--- src/rtl/chb_pkg.sv ---
package chb_pkg;
  localparam int unsigned CH_COUNT = 4;
  localparam int unsigned CH_W     = $clog2(CH_COUNT);
  localparam int unsigned ADDR_W   = CH_W + 1;

  typedef enum logic [CH_W-1:0] {
    CH_VOICE_A = 2'd0,
    CH_VOICE_B = 2'd1,
    CH_CTRL    = 2'd2,
    CH_SIGNAL  = 2'd3
  } chan_e;

  typedef enum logic [ADDR_W-1:0] {
    A_STATUS   = 3'd0,
    A_MASK_SET = 3'd1,
    A_PWR_DOWN = 3'd2,
    A_PWR_UP   = 3'd3,
    A_VOICE_A  = 3'd4,
    A_VOICE_B  = 3'd5,
    A_CTRL     = 3'd6,
    A_SIGNAL   = 3'd7
  } addr_e;
endpackage

--- src/rtl/chb_ctrl.sv ---
module chb_ctrl (
  input  logic clk,
  input  logic rst_n,
  input  logic clr_mask,
  input  logic set_mask,
  input  logic pwr_down,
  input  logic pwr_up,
  input  logic ctrl_wr,
  input  logic xfer_done,
  output logic ready,
  output logic irq,
  output logic codec_rst
);
  logic mask_q;
  logic ready_q;
  logic rst_q;

  always_ff @(posedge clk or negedge rst_n) begin
    if (!rst_n) begin
      mask_q  <= 1'b0;
      ready_q <= 1'b1;
      rst_q   <= 1'b1;
    end else begin
      if (clr_mask)      mask_q <= 1'b0;
      else if (set_mask) mask_q <= 1'b1;
      // a control write wins over a simultaneous done strobe
      if (ctrl_wr)        ready_q <= 1'b0;
      else if (xfer_done) ready_q <= 1'b1;
      if (pwr_down)    rst_q <= 1'b1;
      else if (pwr_up) rst_q <= 1'b0;
    end
  end

  assign ready     = ready_q;
  assign irq       = ready_q & mask_q;
  assign codec_rst = rst_q;
endmodule

--- src/rtl/chb_tx.sv ---
module chb_tx #(
  parameter int unsigned DATA_W = 8,
  parameter int unsigned CH_N   = 4
) (
  input  logic                    clk,
  input  logic                    rst_n,
  input  logic                    wr_en,
  input  logic [$clog2(CH_N)-1:0] wr_ch,
  input  logic [DATA_W-1:0]       wr_data,
  input  logic                    tx_ready,
  output logic                    tx_valid,
  output logic [$clog2(CH_N)-1:0] tx_sel,
  output logic [DATA_W-1:0]       tx_data
);
  localparam int unsigned SW = $clog2(CH_N);

  logic [CH_N-1:0]   pend;
  logic [DATA_W-1:0] hold [CH_N];
  logic [CH_N-1:0]   grant;
  logic [SW-1:0]     pick;
  logic              any_pend;
  logic              load_en;

  // lowest channel code wins
  always_comb begin
    pick = '0;
    for (int i = CH_N - 1; i >= 0; i--) begin
      if (pend[i]) pick = SW'(i);
    end
  end

  assign any_pend = |pend;
  assign load_en  = any_pend && (!tx_valid || tx_ready);

  for (genvar c = 0; c < CH_N; c++) begin : g_slot
    assign grant[c] = load_en && (pick == SW'(c));

    always_ff @(posedge clk or negedge rst_n) begin
      if (!rst_n) begin
        pend[c] <= 1'b0;
        hold[c] <= '0;
      end else if (wr_en && wr_ch == SW'(c)) begin
        pend[c] <= 1'b1;
        hold[c] <= wr_data;
      end else if (grant[c]) begin
        pend[c] <= 1'b0;
      end
    end
  end

  always_ff @(posedge clk or negedge rst_n) begin
    if (!rst_n) begin
      tx_valid <= 1'b0;
      tx_sel   <= '0;
      tx_data  <= '0;
    end else if (load_en) begin
      tx_valid <= 1'b1;
      tx_sel   <= pick;
      tx_data  <= hold[pick];
    end else if (tx_ready) begin
      tx_valid <= 1'b0;
    end
  end
endmodule

--- src/rtl/chb_rx.sv ---
module chb_rx #(
  parameter int unsigned DATA_W = 8,
  parameter int unsigned CH_N   = 4
) (
  input  logic                    clk,
  input  logic                    rst_n,
  input  logic                    rx_valid,
  input  logic [$clog2(CH_N)-1:0] rx_sel,
  input  logic [DATA_W-1:0]       rx_data,
  input  logic [$clog2(CH_N)-1:0] rd_ch,
  output logic [DATA_W-1:0]       rd_byte
);
  localparam int unsigned SW = $clog2(CH_N);

  logic [DATA_W-1:0] last [CH_N];

  for (genvar c = 0; c < CH_N; c++) begin : g_store
    always_ff @(posedge clk or negedge rst_n) begin
      if (!rst_n)                              last[c] <= '0;
      else if (rx_valid && rx_sel == SW'(c))   last[c] <= rx_data;
    end
  end

  assign rd_byte = last[rd_ch];
endmodule

--- src/rtl/codec_host_regs.sv ---
module codec_host_regs
  import chb_pkg::*;
#(
  parameter int unsigned DATA_W = 8
) (
  input  logic              clk,
  input  logic              rst_n,
  input  logic [ADDR_W-1:0] host_addr,
  input  logic              host_wr,
  input  logic              host_rd,
  input  logic [DATA_W-1:0] host_wdata,
  output logic [DATA_W-1:0] host_rdata,
  output logic              irq,
  output logic              codec_rst,
  output logic              tx_valid,
  input  logic              tx_ready,
  output logic [CH_W-1:0]   tx_sel,
  output logic [DATA_W-1:0] tx_data,
  input  logic              rx_valid,
  input  logic [CH_W-1:0]   rx_sel,
  input  logic [DATA_W-1:0] rx_data,
  input  logic              xfer_done
);
  logic              is_chan;
  logic [CH_W-1:0]   chan;
  logic              ready;
  logic [DATA_W-1:0] rx_byte;
  logic [DATA_W-1:0] rd_next;

  assign is_chan = host_addr[ADDR_W-1];
  assign chan    = host_addr[CH_W-1:0];

  chb_ctrl u_ctrl (
    .clk       (clk),
    .rst_n     (rst_n),
    .clr_mask  (host_wr && host_addr == A_STATUS),
    .set_mask  (host_wr && host_addr == A_MASK_SET),
    .pwr_down  (host_wr && host_addr == A_PWR_DOWN),
    .pwr_up    (host_wr && host_addr == A_PWR_UP),
    .ctrl_wr   (host_wr && host_addr == A_CTRL),
    .xfer_done (xfer_done),
    .ready     (ready),
    .irq       (irq),
    .codec_rst (codec_rst)
  );

  chb_tx #(.DATA_W(DATA_W), .CH_N(CH_COUNT)) u_tx (
    .clk      (clk),
    .rst_n    (rst_n),
    .wr_en    (host_wr && is_chan),
    .wr_ch    (chan),
    .wr_data  (host_wdata),
    .tx_ready (tx_ready),
    .tx_valid (tx_valid),
    .tx_sel   (tx_sel),
    .tx_data  (tx_data)
  );

  chb_rx #(.DATA_W(DATA_W), .CH_N(CH_COUNT)) u_rx (
    .clk      (clk),
    .rst_n    (rst_n),
    .rx_valid (rx_valid),
    .rx_sel   (rx_sel),
    .rx_data  (rx_data),
    .rd_ch    (chan),
    .rd_byte  (rx_byte)
  );

  always_comb begin
    if (is_chan)                    rd_next = rx_byte;
    else if (host_addr == A_STATUS) rd_next = {ready, {(DATA_W-1){1'b0}}};
    else                            rd_next = '0;
  end

  always_ff @(posedge clk or negedge rst_n) begin
    if (!rst_n)       host_rdata <= '0;
    else if (host_rd) host_rdata <= rd_next;
  end
endmodule

--- config.mk ---
export PLATFORM = sky130hd
export DESIGN_NAME = codec_host_regs
export DESIGN_NICKNAME = d
export VERILOG_FILES = /design/src/rtl/chb_pkg.sv /design/src/rtl/chb_ctrl.sv /design/src/rtl/chb_tx.sv /design/src/rtl/chb_rx.sv /design/src/rtl/codec_host_regs.sv
export SDC_FILE = /design/constraint.sdc
export NUM_CORES = 1
export LEC_CHECK = 0
export CORE_MARGIN = 2
export CORE_UTILIZATION = 50
export CTS_CLUSTER_SIZE = 20
export DETAILED_ROUTE_END_ITERATION = 12
export PLACE_DENSITY = 0.79
export SYNTH_ARGS = -nofsm -noshare
export SYNTH_HDL_FRONTEND = slang
export SYNTH_SLANG_ARGS = --single-unit
--- constraint.sdc ---
create_clock -name clk -period 1.5 [get_ports clk]
set_input_delay 0.225 -clock clk [delete_from_list [all_inputs] [get_ports clk]]
set_output_delay 0.225 -clock clk [all_outputs]
set_load 0.01 [all_outputs]
======== Word level (Yosys, flattened, before mapping) ========
Cells that the tools add are included.
cells by class
  bitwise gates (word level) .............. 3
  magnitude comparators ................... 2
  equal/unequal tests ..................... 13
  reduce and logical (&&, ||, !) cells .... 34
  muxes and demuxes ....................... 28
operators by type and width
  cell                count
  $mux 8              6
  $bmux 8 s2          2
  $logic_and 1x1->1   19
  $mux 1              16
  $reduce_bool 2->1   8
  $eq 2x2->1 const B  6
  $mux 2              4
  $eq 2x1->1 const B  3
  $eq 3x2->1 const B  2
  $ge 3x3->1 const B  2
  $logic_not 2->1     3
  $not 2->3           2
  $reduce_or 4->1     1
  $eq 3x1->1 const B  1
  $eq 3x3->1 const B  1
  $logic_not 3->1     1
  $and 1x1->1         1
  $logic_not 1->1     1
  $logic_or 1x1->1    1
word-level totals
  logic and storage cells ................. 99
  register bits ........................... 90
  output and inout bits ................... 21

======== Logic depth before layout (Yosys ltp) ========
Gate-level depths: netlist (run 1).
  word-level depth ........................ 8
  gate-level depth with buffers ........... 5

======== By module ========
Synthesis (run 1) repeated with hierarchy kept, for this count alone.
second synthesis, totals
  cells, all modules ...................... 315
  area total of the unflattened synthesis .. 4,053.9 um^2
modules (own cells, without submodules)
  module           times used  cells an instance  area each (um^2)
  chb_tx           1           185                2,135.8
  chb_rx           1           78                 1,401.3
  codec_host_regs  1           42                 406.6
  chb_ctrl         1           10                 110.1

======== Least setup slack after synthesis (run 1) ========
Ideal clock, no wire load.
  path type ............................... register to register
  from .................................... register u_tx.pend[1]
  to ...................................... register u_tx.tx_data[0]
  required time ........................... 1.355 ns
  arrival time ............................ 1.233 ns
  library setup time ...................... 0.145 ns
  period minus slack after synthesis ...... 1.378 ns
  buffers on the path ..................... 1
  path slack .............................. 0.122 ns
  cell stages (with the launch flop) ...... 5
  cells stage by stage .................... dfrtp_1 > or4_1 > buf_2 > a21oi_1 > a31oi_1
between the ends
  cells in the longest elaborated chain, start to end .. 6
  elaborated cells between the ends (all ways) .. 8
  classes of those cells .................. mux: 5; bitwise: 1; reduce/logical: 2
RTL lines
  what                                        RTL line      RTL
  start: declaration                          chb_tx.sv:17  logic [CH_N-1:0] pend;
  start signal: indexed assignment            chb_tx.sv:40  pend[c] <= 1'b0;
  start signal: indexed assignment            chb_tx.sv:43  pend[c] <= 1'b1;
  start signal: indexed assignment            chb_tx.sv:46  pend[c] <= 1'b0;
  $mux 2 (2 in series)                        chb_tx.sv:28  if (pend[i]) pick = SW'(i);
  $not 2->3 (implied by the code)             chb_tx.sv:59  tx_data <= hold[pick];
  $bmux 8 s2                                  chb_tx.sv:59
  $mux 8 (implied by the code) (2 in series)  chb_tx.sv:59
  end signal: assignment                      chb_tx.sv:59
  end: declaration                            chb_tx.sv:13  output logic [DATA_W-1:0] tx_data
Parallel ways exist; a longest one is shown, timed or not. The select of a mux whose other input is x is not followed.
A chain may end at the register's enable or synchronous reset.

======== Final worst setup path (run 1) ========
  from .................................... register u_tx.pend[1]
  to ...................................... register u_tx.tx_data[2]
The elaborated chain is that of the path after synthesis.

==> results.py, run 1 <==
metrics = {
    "clock_network": {
        "cts.root.buffer_cell": "sky130_fd_sc_hd__clkbuf_8",
        "post-cts-setup-buffers": 0,
        "clkSlewWorstSetupHoldPaths_ns": 0.09,
        "cts_tree": "yes",
        "number_of_buffers_added_by_the_clock_tree_synthesis_step": 9,
        "cts-root-to-sink-buffers": 2,
        "clkSinkCount": 90,
        "htree_levels": 3,
        "insertion_delay_ns": 0.36,
    },
    "setup_path": {
        "start_kind": "register",
        "cp_slowest_stage_delay_ns": 0.68,
        "setup.reg_to_reg.worst_slack_ns": 0.05,
        "worst-endpoint-arrival_ns": 1.69,
        "crit_fanout": 8,
        "cp_slowest_cell": "sky130_fd_sc_hd__or4_1",
        "path_class": "reg -> reg",
        "critical_path.endpoint_type": "register",
        "worst-endpoint-required_ns": 1.73,
        "path_cells": "or4_1, a21oi_1, a31oi_1",
    },
    "synthesis": {
        "syn_inst": 314,
        "synth_largest_type_area_fraction_pct": 53.4,
        "ys_seq_elements": 90,
        "post-synth-top-area-cell": "sky130_fd_sc_hd__dfrtp_1",
        "seq_area_frac_synth_pct": 54.6,
        "area_of_the_mapped_netlist_sq_um": 4130,
        "synth_fp_nets": 342,
        "ys_types": 36,
        "yosys-top-cells-area": "sky130_fd_sc_hd__dfrtp_1 (53%), sky130_fd_sc_hd__mux2_2 (18%), sky130_fd_sc_hd__mux4_1 (3.2%)",
        "ys.warnings.count": 0,
        "syn_area_per_cell_sq_um": 13.1,
    },
    "power_and_ir_drop": {
        "p_per_area_nw_per_um2": 1260,
        "power.ir.vdd_worst_mv": 0.596,
        "p_leak_nw": 2.46,
    },
    "place": {
        "place_inst": 480,
        "portBuffers": 48,
        "dp_hpwl_mm": 6.02,
        "place_congestion": 0.756,
    },
    "layout": {
        "sequential_area_sq_um": 2250,
        "diodes": 0,
        "num-nets-final": 415,
        "final.fill_count": 621,
        "multi_input_area_sq_um": 1730,
        "layout-drive-gt1-share_pct": 32.2,
        "fin_cells": 496,
        "layout.cells.most_common": "sky130_fd_sc_hd__dfrtp_1",
        "area_delta_synth_final_pct": 27.5,
        "layout.cells.most_common_list": "sky130_fd_sc_hd__dfrtp_1 (88), sky130_fd_sc_hd__mux2_2 (65), sky130_fd_sc_hd__clkdlybuf4s50_1 (26), sky130_fd_sc_hd__buf_4 (22)",
    },
    "die": {
        "floorplan.rows": 33,
        "dieWidth_um": 94.8,
        "die_height_um": 94.8,
        "placeableCoreArea_sq_um": 8090,
        "initial_utilization_pct": 51.0,
        "floorplan.die_area_sq_um": 9000,
        "num_io_pins": 49,
    },
    "flow_run": {
        "drv_cap": 0,
    },
    "routing": {
        "routed_wire_per_std_cell_um": 17.2,
        "antenna_left": 0,
        "total_drc_errors_in_the_routed_layout": 0,
        "drtIter0Drc": 97,
        "drt-pass1-iter-count": 4,
        "routed_via_density": 5.58,
        "detailroute.via_count": 2768,
        "routed_wl_mm": 8.54,
    },
    "timing": {
        "count_of_endpoints_failing_setup_in_the_final_report": 0,
        "finalClockSkew_ns": 0.00986,
        "worst_slew_margin_rel_pct": 74.3,
        "hold_viol": 0,
        "fin_tns_setup_ns": 0,
        "max_slew.worst_pin.slew_ns": 0.385,
        "final_max_slew_viol_count": 0,
        "final_period_minus_worst_setup_slack_ns": 1.45,
        "setup_repair_after_global_routing_missed_its_margin": "true",
        "layout_worst_path_cycle_share_pct": 96.9,
        "final.hold.worst_slack_ns": 0.323,
        "max_freq_mhz": 688,
    },
    "global_routing": {
        "grt_start_max_net_pins": 32,
        "grt_overflow_total": 0,
        "grt_pass1_wl_mm": 14.3,
        "grtUsageTotal_pct": 20.9,
        "antenna_violations_before_repair": 0,
        "vias_in_the_first_global_route": 2870,
    },
    "run_status": {
        "run_status": "completed",
    },
    "min_path": {
        "hp-class": "in -> async",
    },
}
## sequential cells by signal (all words and copies together) (netlist names)
name              count
host_rdata            8
u_tx.pend             4
u_rx.last            32
u_tx.tx_valid         1
u_tx.tx_data          8
u_ctrl.mask_q         1
u_tx.hold            32
u_tx.tx_sel           2
u_ctrl.ready          1
u_ctrl.codec_rst      1
## routing by layer
layer	global-route usage, %	vias to the layer above	share of wire (%)
met5	0	-	0
li1	-	1293	-
met1	27.1	1403	43
met3	4.31	13	3.8
met2	35.8	59	52
met4	5.92	0	1.4
## stage by stage
stage | setup slack (ns) | total power, W | utilization, % | area [sq um]
finish | 0.0472 | 0.00661 | 65.0 | 5260
global route | -0.0113 | 0.00701 | 65.0 | 5260
CTS | 0.0000639 | 0.00670 | 64.6 | 5230
detailed placement | -0.357 | 0.00494 | 61.9 | 5010
global placement | -0.289 | 0.00484 | 61.9 | 5010
floorplan | 0.122 | 0.00412 | - | 4130
## kinds of logic after synthesis
| kind of cell | synth area share, % |
|---|---|
| AO/OA/AOI/OAI | 8.73 |
| buffers and inverters | 3.94 |
| flip-flops | 54.6 |
| multiplexers | 22.6 |
| AND/OR/NAND/NOR | 10.1 |
## what timing repair did
action,in CTS,in global routing
pin swaps,0,0
hold buffers,1,0
gates resized for setup,13,13
endpoints found under the setup margin,11,27
hold endpoints to repair,23,0
## cells in the mapped netlist (all sizes together)
| library cell | number |
|---|---|
| mux2 | 65 |
| nand4 | 1 |
| a31oi | 8 |
| o21ai | 19 |
| a21oi | 19 |
| mux4 | 8 |
| o21a | 1 |
| dfstp | 2 |
| nor2b | 9 |
| nand3 | 8 |
| o41ai | 3 |
| a21o | 1 |
| or4 | 1 |
| buf | 10 |
| clkbuf | 9 |
| and3b | 8 |
| nor3b | 2 |
| nand3b | 11 |
| nand4b | 2 |
| inv | 16 |
| nor4 | 1 |
| nor2 | 3 |
| nor3 | 1 |
| and2 | 1 |
| nor4b | 1 |
| o31ai | 1 |
| nand2b | 1 |
| a22o | 8 |
| nand2 | 6 |
| dfrtp | 88 |
## critical path: cells and delay by family, from the launching register on
family          cells  cell delay (ns)
flops               1             0.38
simple gates        1             0.68
compound gates      2             0.28
## path summary, 6_finish.rpt
path                                         end  cells past startpoint          from
worst max-delay path             u_tx.tx_data[2]                      3  u_tx.pend[1]
worst min-delay path             u_tx.tx_data[4]                      2         rst_n
worst max register to register   u_tx.tx_data[2]                      3  u_tx.pend[1]
worst min register to register      u_tx.hold[5]                      1  u_tx.hold[5]
max in group asynchronous       u_ctrl.codec_rst                      3         rst_n
min in group clk                    u_ctrl.ready                      2     xfer_done
## layout make-up
type                       count  area share (%)
clock buffer                  10            2.62
clock inverter                 5            1.50
inverter                      16            1.14
multi-input combinational    189            32.8
sequential                    90            42.8
tap                          105            2.50
timing repair buffer          81            16.6
## power breakdown
part / leakage, nW / switching [W] / internal, W / total, W
Clock: 0.112 / 0.000829 / 0.000972 / 0.00180
Combinational: 1.26 / 0.000664 / 0.000910 / 0.00157
Sequential: 1.08 / 0.000275 / 0.00296 / 0.00323
Note: power is estimated with default switching activity, not from simulation.
==> run 2, diff against run 1 <==
CORE_UTILIZATION = 44   (was 50)
PLACE_DENSITY = 0.72   (was 0.79)
==> run 2 against run 1 <==
Register-to-register slack better by 0.05 ns. Die area up 13%. First-iteration DRC count down 24%. Non-clock buffer count down 2. Critical path depth down 2. Hold slack better by 0.014 ns. Total power down 1.3%.
==> results.py, run 2 (synthesis gave the netlist of run 1 again) <==
metrics = {
    "run_status": {
        "run_status": "completed",
    },
    "routing": {
        "drtIter0Drc": 74,
        "antenna_left": 0,
        "routed_via_density": 5.40,
        "drt-pass1-iter-count": 4,
        "routed_wire_per_std_cell_um": 16.4,
        "detailroute.via_count": 2706,
        "total_drc_errors_in_the_routed_layout": 0,
        "routed_wl_mm": 8.21,
    },
    "timing": {
        "final_period_minus_worst_setup_slack_ns": 1.45,
        "max_freq_mhz": 688,
        "final_max_slew_viol_count": 0,
        "layout_worst_path_cycle_share_pct": 96.8,
        "fin_tns_setup_ns": 0,
        "hold_viol": 0,
        "max_slew.worst_pin.slew_ns": 0.422,
        "setup_repair_after_global_routing_missed_its_margin": "false",
        "count_of_endpoints_failing_setup_in_the_final_report": 0,
        "finalClockSkew_ns": 0.00887,
        "worst_slew_margin_rel_pct": 71.9,
    },
    "min_path": {
        "hp-class": "in -> async",
    },
    "setup_path": {
        "cp_slowest_stage_delay_ns": 0.53,
        "worst-path-buf-inv": 1,
        "critical_path.endpoint_type": "output pin",
        "worst-endpoint-arrival_ns": 1.23,
        "path_cells": "clkdlybuf4s50_1",
        "reg2reg_to": "u_tx.tx_data[4]",
        "critical-path-top-delay-family": "buffers and inverters",
        "setup.reg_to_reg.worst_slack_ns": 0.10,
        "path_class": "reg -> out",
        "worst_r2r_startpoint": "u_tx.pend[0]",
        "cp_slowest_cell": "sky130_fd_sc_hd__clkdlybuf4s50_1",
        "crit_fanout": 2,
        "start_kind": "register",
        "worst-endpoint-required_ns": 1.27,
        "timing.reg2reg.worst_path_depth": 5,
    },
    "global_routing": {
        "grt_start_max_net_pins": 40,
        "grt.met1_usage_pct": 22.8,
        "antenna_violations_before_repair": 0,
        "vias_in_the_first_global_route": 2937,
        "grt_pass1_wl_mm": 14.3,
        "grt_overflow_total": 0,
        "grtUsageTotal_pct": 18.2,
        "grt_util_met2_pct": 32.1,
        "grtUsageMet3_pct": 4.51,
        "busiest_layer": "met2",
    },
    "clock_network": {
        "cts_tree": "yes",
        "clkSlewWorstSetupHoldPaths_ns": 0.08,
        "number_of_buffers_added_by_the_clock_tree_synthesis_step": 9,
        "cts-root-to-sink-buffers": 2,
        "insertion_delay_ns": 0.35,
        "clkSinkCount": 90,
        "cts.root.buffer_cell": "sky130_fd_sc_hd__clkbuf_8",
        "htree_levels": 3,
    },
    "layout": {
        "num-nets-final": 413,
        "diodes": 0,
        "fin_cells": 501,
        "final.fill_count": 772,
        "finish.instance_area_sq_um": 5220,
        "layout-drive-gt1-share_pct": 32.1,
        "area_delta_synth_final_pct": 26.6,
        "postLayoutCoreUtil_pct": 57.1,
        "layout.cells.most_common": "sky130_fd_sc_hd__dfrtp_1",
        "layout.cells.most_common_list": "sky130_fd_sc_hd__dfrtp_1 (88), sky130_fd_sc_hd__mux2_2 (65), sky130_fd_sc_hd__clkdlybuf4s50_1 (28), sky130_fd_sc_hd__buf_4 (22), sky130_fd_sc_hd__o21ai_0 (19)",
        "top_regs": "u_rx.last x32, u_tx.hold x32",
    },
    "die": {
        "die_height_um": 101,
        "floorplan.die_area_sq_um": 10200,
        "placeableCoreArea_sq_um": 9150,
        "initial_utilization_pct": 45.1,
        "dieWidth_um": 101,
        "num_io_pins": 49,
        "floorplan.rows": 35,
    },
    "power_and_ir_drop": {
        "p_per_area_nw_per_um2": 1250,
        "power.share.clock_pct": 26.8,
        "switching_power_w": 0.00170,
        "totalPowerFinal_w": 0.00653,
        "power.ir.vdd_worst_mv": 0.612,
        "p_leak_nw": 2.42,
        "internal_power_w": 0.00483,
        "p_comb_share_pct": 23.8,
        "power_frac_seq_pct": 49.4,
        "power_switching_share_pct": 26.0,
    },
    "place": {
        "dp_hpwl_mm": 5.69,
        "placement.cell_area_sq_um": 4980,
        "portBuffers": 48,
        "place_inst": 484,
        "place_congestion": 0.756,
    },
    "flow_run": {
        "drv_cap": 0,
    },
}
## run 2: cell count changes in the layout (fill, tap and decap cells not counted), sizes merged
cell           before  now
dlygate4sd2        10    8
clkinv              3    0
clkdlybuf4s50      26   28
bufinv              2    1
clkbuf             10   15
buf                34   32
## run 2: power by group through the flow
stage,Clock (W),Combinational (W),Sequential (W)
finish,0.00175,0.00155,0.00323
global route,0.00189,0.00172,0.00330
CTS,0.00181,0.00160,0.00323
detailed placement,0,0.00162,0.00328
global placement,0,0.00158,0.00325
floorplan,0,0.000829,0.00329
## run 2: final cells by class
cell class | instances | area (sq um) | share of cell area, %
Sequential cell | 90 | 2250 | 43.2
Timing Repair Buffer | 79 | 836 | 16.0
Inverter | 16 | 60.1 | 1.15
Clock inverter | 1 | 30.0 | 0.575
Tap cell | 111 | 139 | 2.66
Multi-Input combinational cell | 189 | 1720 | 32.9
Clock buffer | 15 | 186 | 3.57
## run 2: layer usage
layer	wire (um)	up-vias
li1	-	1293
met1	3580	1360
met2	4260	45
met3	296	8
met4	76	0
met5	0	-
## run 2: stage by stage
stage	hold slack [ns]	worst slack [ns]
after floorplan	-0.0706	0.122
after global placement	0.186	-0.323
after detailed placement	0.190	-0.321
after CTS	0.352	0.00200
after global routing	0.360	0.00161
final	0.337	0.0474
## run 2: repair_timing
action,in CTS,in global routing
gates cloned,0,0
hold endpoints to repair,25,0
hold buffers,1,0
setup buffers,0,0
setup endpoints to repair,13,12
gates resized for setup,12,12
## run 2: worst max-delay path by stage
| stage | from | to | slack, ns | cells after the start |
|---|---|---|---|---|
| final | u_tx.tx_data[1] | tx_data[1] | 0.05 | 1 |
| after floorplan | u_tx.pend[1] | u_tx.tx_data[0] | 0.12 | 4 |
| after global placement | host_addr[0] | host_rdata[7] | -0.32 | 5 |
| after CTS | u_tx.tx_data[7] | tx_data[7] | 0.002 | 1 |
| after global routing | u_tx.tx_data[1] | tx_data[1] | 0.002 | 1 |
| after detailed placement | host_addr[0] | host_rdata[7] | -0.32 | 5 |
==> run 3, diff against run 2 <==
SKIP_LAST_GASP = 1   (was unset)
==> run 3 against run 2 <==
Count of clock-buffer cells in the layout stayed put. Clock skew is the same. Via count stayed put. Hold slack stayed put. Global-route usage is the same. Critical path depth is 1 higher. Clock power hardly changed. Flip-flop and latch count is the same. Final cell count is the same. Register-to-register slack about the same. Critical endpoint is now irq. Largest cell class unchanged.
==> results.py, run 3 (synthesis gave the netlist of run 1 again) <==
metrics = {
    "run_status": {
        "run_status": "completed",
    },
    "layout": {
        "diodes": 0,
        "area_delta_synth_final_pct": 26.7,
        "multi_input_area_sq_um": 1720,
        "layout.cells.most_common": "sky130_fd_sc_hd__dfrtp_1",
        "top_regs": "u_rx.last x32, u_tx.hold x32",
        "postLayoutCoreUtil_pct": 57.1,
        "finish.instance_area_sq_um": 5230,
        "layout-drive-gt1-share_pct": 31.8,
        "final.fill_count": 771,
        "layout.cells.most_common_list": "sky130_fd_sc_hd__dfrtp_1 (88), sky130_fd_sc_hd__mux2_2 (65), sky130_fd_sc_hd__clkdlybuf4s50_1 (28), sky130_fd_sc_hd__buf_4 (22), sky130_fd_sc_hd__o21ai_0 (19)",
        "fin_cells": 501,
        "sequential_area_sq_um": 2250,
        "num-nets-final": 413,
    },
    "setup_path": {
        "worst-endpoint-arrival_ns": 1.25,
        "path_class": "reg -> out",
        "crit_fanout": 3,
        "critical_path.endpoint_type": "output pin",
        "start_kind": "register",
        "critical_path.startpoint": "u_ctrl.ready",
        "worst-endpoint-required_ns": 1.27,
        "worst_r2r_startpoint": "u_tx.pend[0]",
    },
    "power_and_ir_drop": {
        "p_leak_nw": 2.42,
        "totalPowerFinal_w": 0.00653,
        "p_per_area_nw_per_um2": 1250,
        "power.ir.vdd_worst_mv": 0.612,
    },
    "global_routing": {
        "grtUsageTotal_pct": 18.2,
        "grt_start_max_net_pins": 40,
        "vias_in_the_first_global_route": 2937,
        "grt_overflow_total": 0,
        "antenna_violations_before_repair": 0,
        "grt_pass1_wl_mm": 14.3,
    },
    "routing": {
        "routed_via_density": 5.40,
        "routed-wl-met2_mm": 4.25,
        "drt-pass1-iter-count": 4,
        "routed_wl_mm": 8.21,
        "drtIter0Drc": 74,
        "antenna_left": 0,
        "total_drc_errors_in_the_routed_layout": 0,
        "routed-wl-met3_um": 296,
        "met1Wirelength_mm": 3.58,
        "routed_wire_per_std_cell_um": 16.4,
        "highest-signal-layer": "met4",
        "detailroute.via_count": 2706,
    },
    "timing": {
        "max_slew.worst_pin.slew_ns": 0.422,
        "worst_slew_margin_rel_pct": 71.9,
        "final_period_minus_worst_setup_slack_ns": 1.48,
        "count_of_endpoints_failing_setup_in_the_final_report": 0,
        "hold_viol": 0,
        "layout_worst_path_cycle_share_pct": 98.7,
        "finalClockSkew_ns": 0.00887,
        "setup_repair_after_global_routing_missed_its_margin": "true",
        "timing.final.ws_setup_ns": 0.0202,
        "final_max_slew_viol_count": 0,
        "max_freq_mhz": 676,
    },
    "clock_network": {
        "clkSlewWorstSetupHoldPaths_ns": 0.08,
        "cts-root-to-sink-buffers": 2,
        "insertion_delay_ns": 0.35,
        "post-cts-setup-buffers": 0,
        "cts.root.buffer_cell": "sky130_fd_sc_hd__clkbuf_8",
        "number_of_buffers_added_by_the_clock_tree_synthesis_step": 9,
        "htree_levels": 3,
        "clkSinkCount": 90,
        "cts_tree": "yes",
    },
    "place": {
        "portBuffers": 48,
        "placement.cell_area_sq_um": 4980,
        "place_inst": 484,
        "place_congestion": 0.756,
        "dp_hpwl_mm": 5.69,
        "detailedPlace.worstSlack_ns": -0.321,
    },
    "die": {
        "placeableCoreArea_sq_um": 9150,
        "num_io_pins": 49,
        "dieWidth_um": 101,
        "floorplan.die_area_sq_um": 10200,
        "initial_utilization_pct": 45.1,
        "die_height_um": 101,
        "floorplan.rows": 35,
    },
    "flow_run": {
        "drv_cap": 0,
    },
    "min_path": {
        "hp-class": "in -> async",
    },
}
run 3: worst max-delay path, cell delays in order (launching register included):
cell and delay, ns:
sky130_fd_sc_hd__dfstp_2 0.55, sky130_fd_sc_hd__and2_1 0.12, sky130_fd_sc_hd__clkdlybuf4s15_1 0.23
run 3: cell type report:
class	instances	share of cell area, %
clock buffer	15	3.57
clock inverter	1	0.574
inverter	16	1.15
multi-input combinational	189	32.8
sequential	90	43.1
tap	111	2.66
timing repair buffer	79	16.1
run 3: repair_timing:
item / CTS / global route
hold endpoints to repair: 25 / 0
pin swaps: 0 / 0
hold buffers: 1 / 0
resized for setup: 10 / 12
setup endpoints to repair: 13 / 12
run 3: worst paths after layout:
check / to / slack [ns] / cells after the start
max in group asynchronous: u_rx.last[13] / 0.60 / 3
max: irq / 0.02 / 2
max reg2reg: u_tx.tx_data[4] / 0.10 / 5
min in group clk: u_ctrl.ready / 0.45 / 2
min reg2reg: u_ctrl.codec_rst / 0.49 / 2
min: u_tx.hold[6] / 0.34 / 2
run 3: layer usage:
metal	global-route usage, %	vias to the layer above
met1	22.8	1360
met3	4.51	8
li1	-	1293
met2	32.1	45
met4	3.69	0
met5	0	-
run 3: power breakdown:
group	internal, W	switching [W]	leakage, nW
Combinational	0.000918	0.000634	1.23
Clock	0.000955	0.000793	0.110
Sequential	0.00296	0.000267	1.08
Total	0.00483	0.00170	2.42
run 3: through the flow:
step                      setup TNS, ns  hold WS [ns]
after floorplan                       0       -0.0706
after global placement            -7.70         0.186
after detailed placement          -9.02         0.190
after CTS                       -0.0288         0.352
after global routing            -0.0300         0.360
final                                 0         0.337
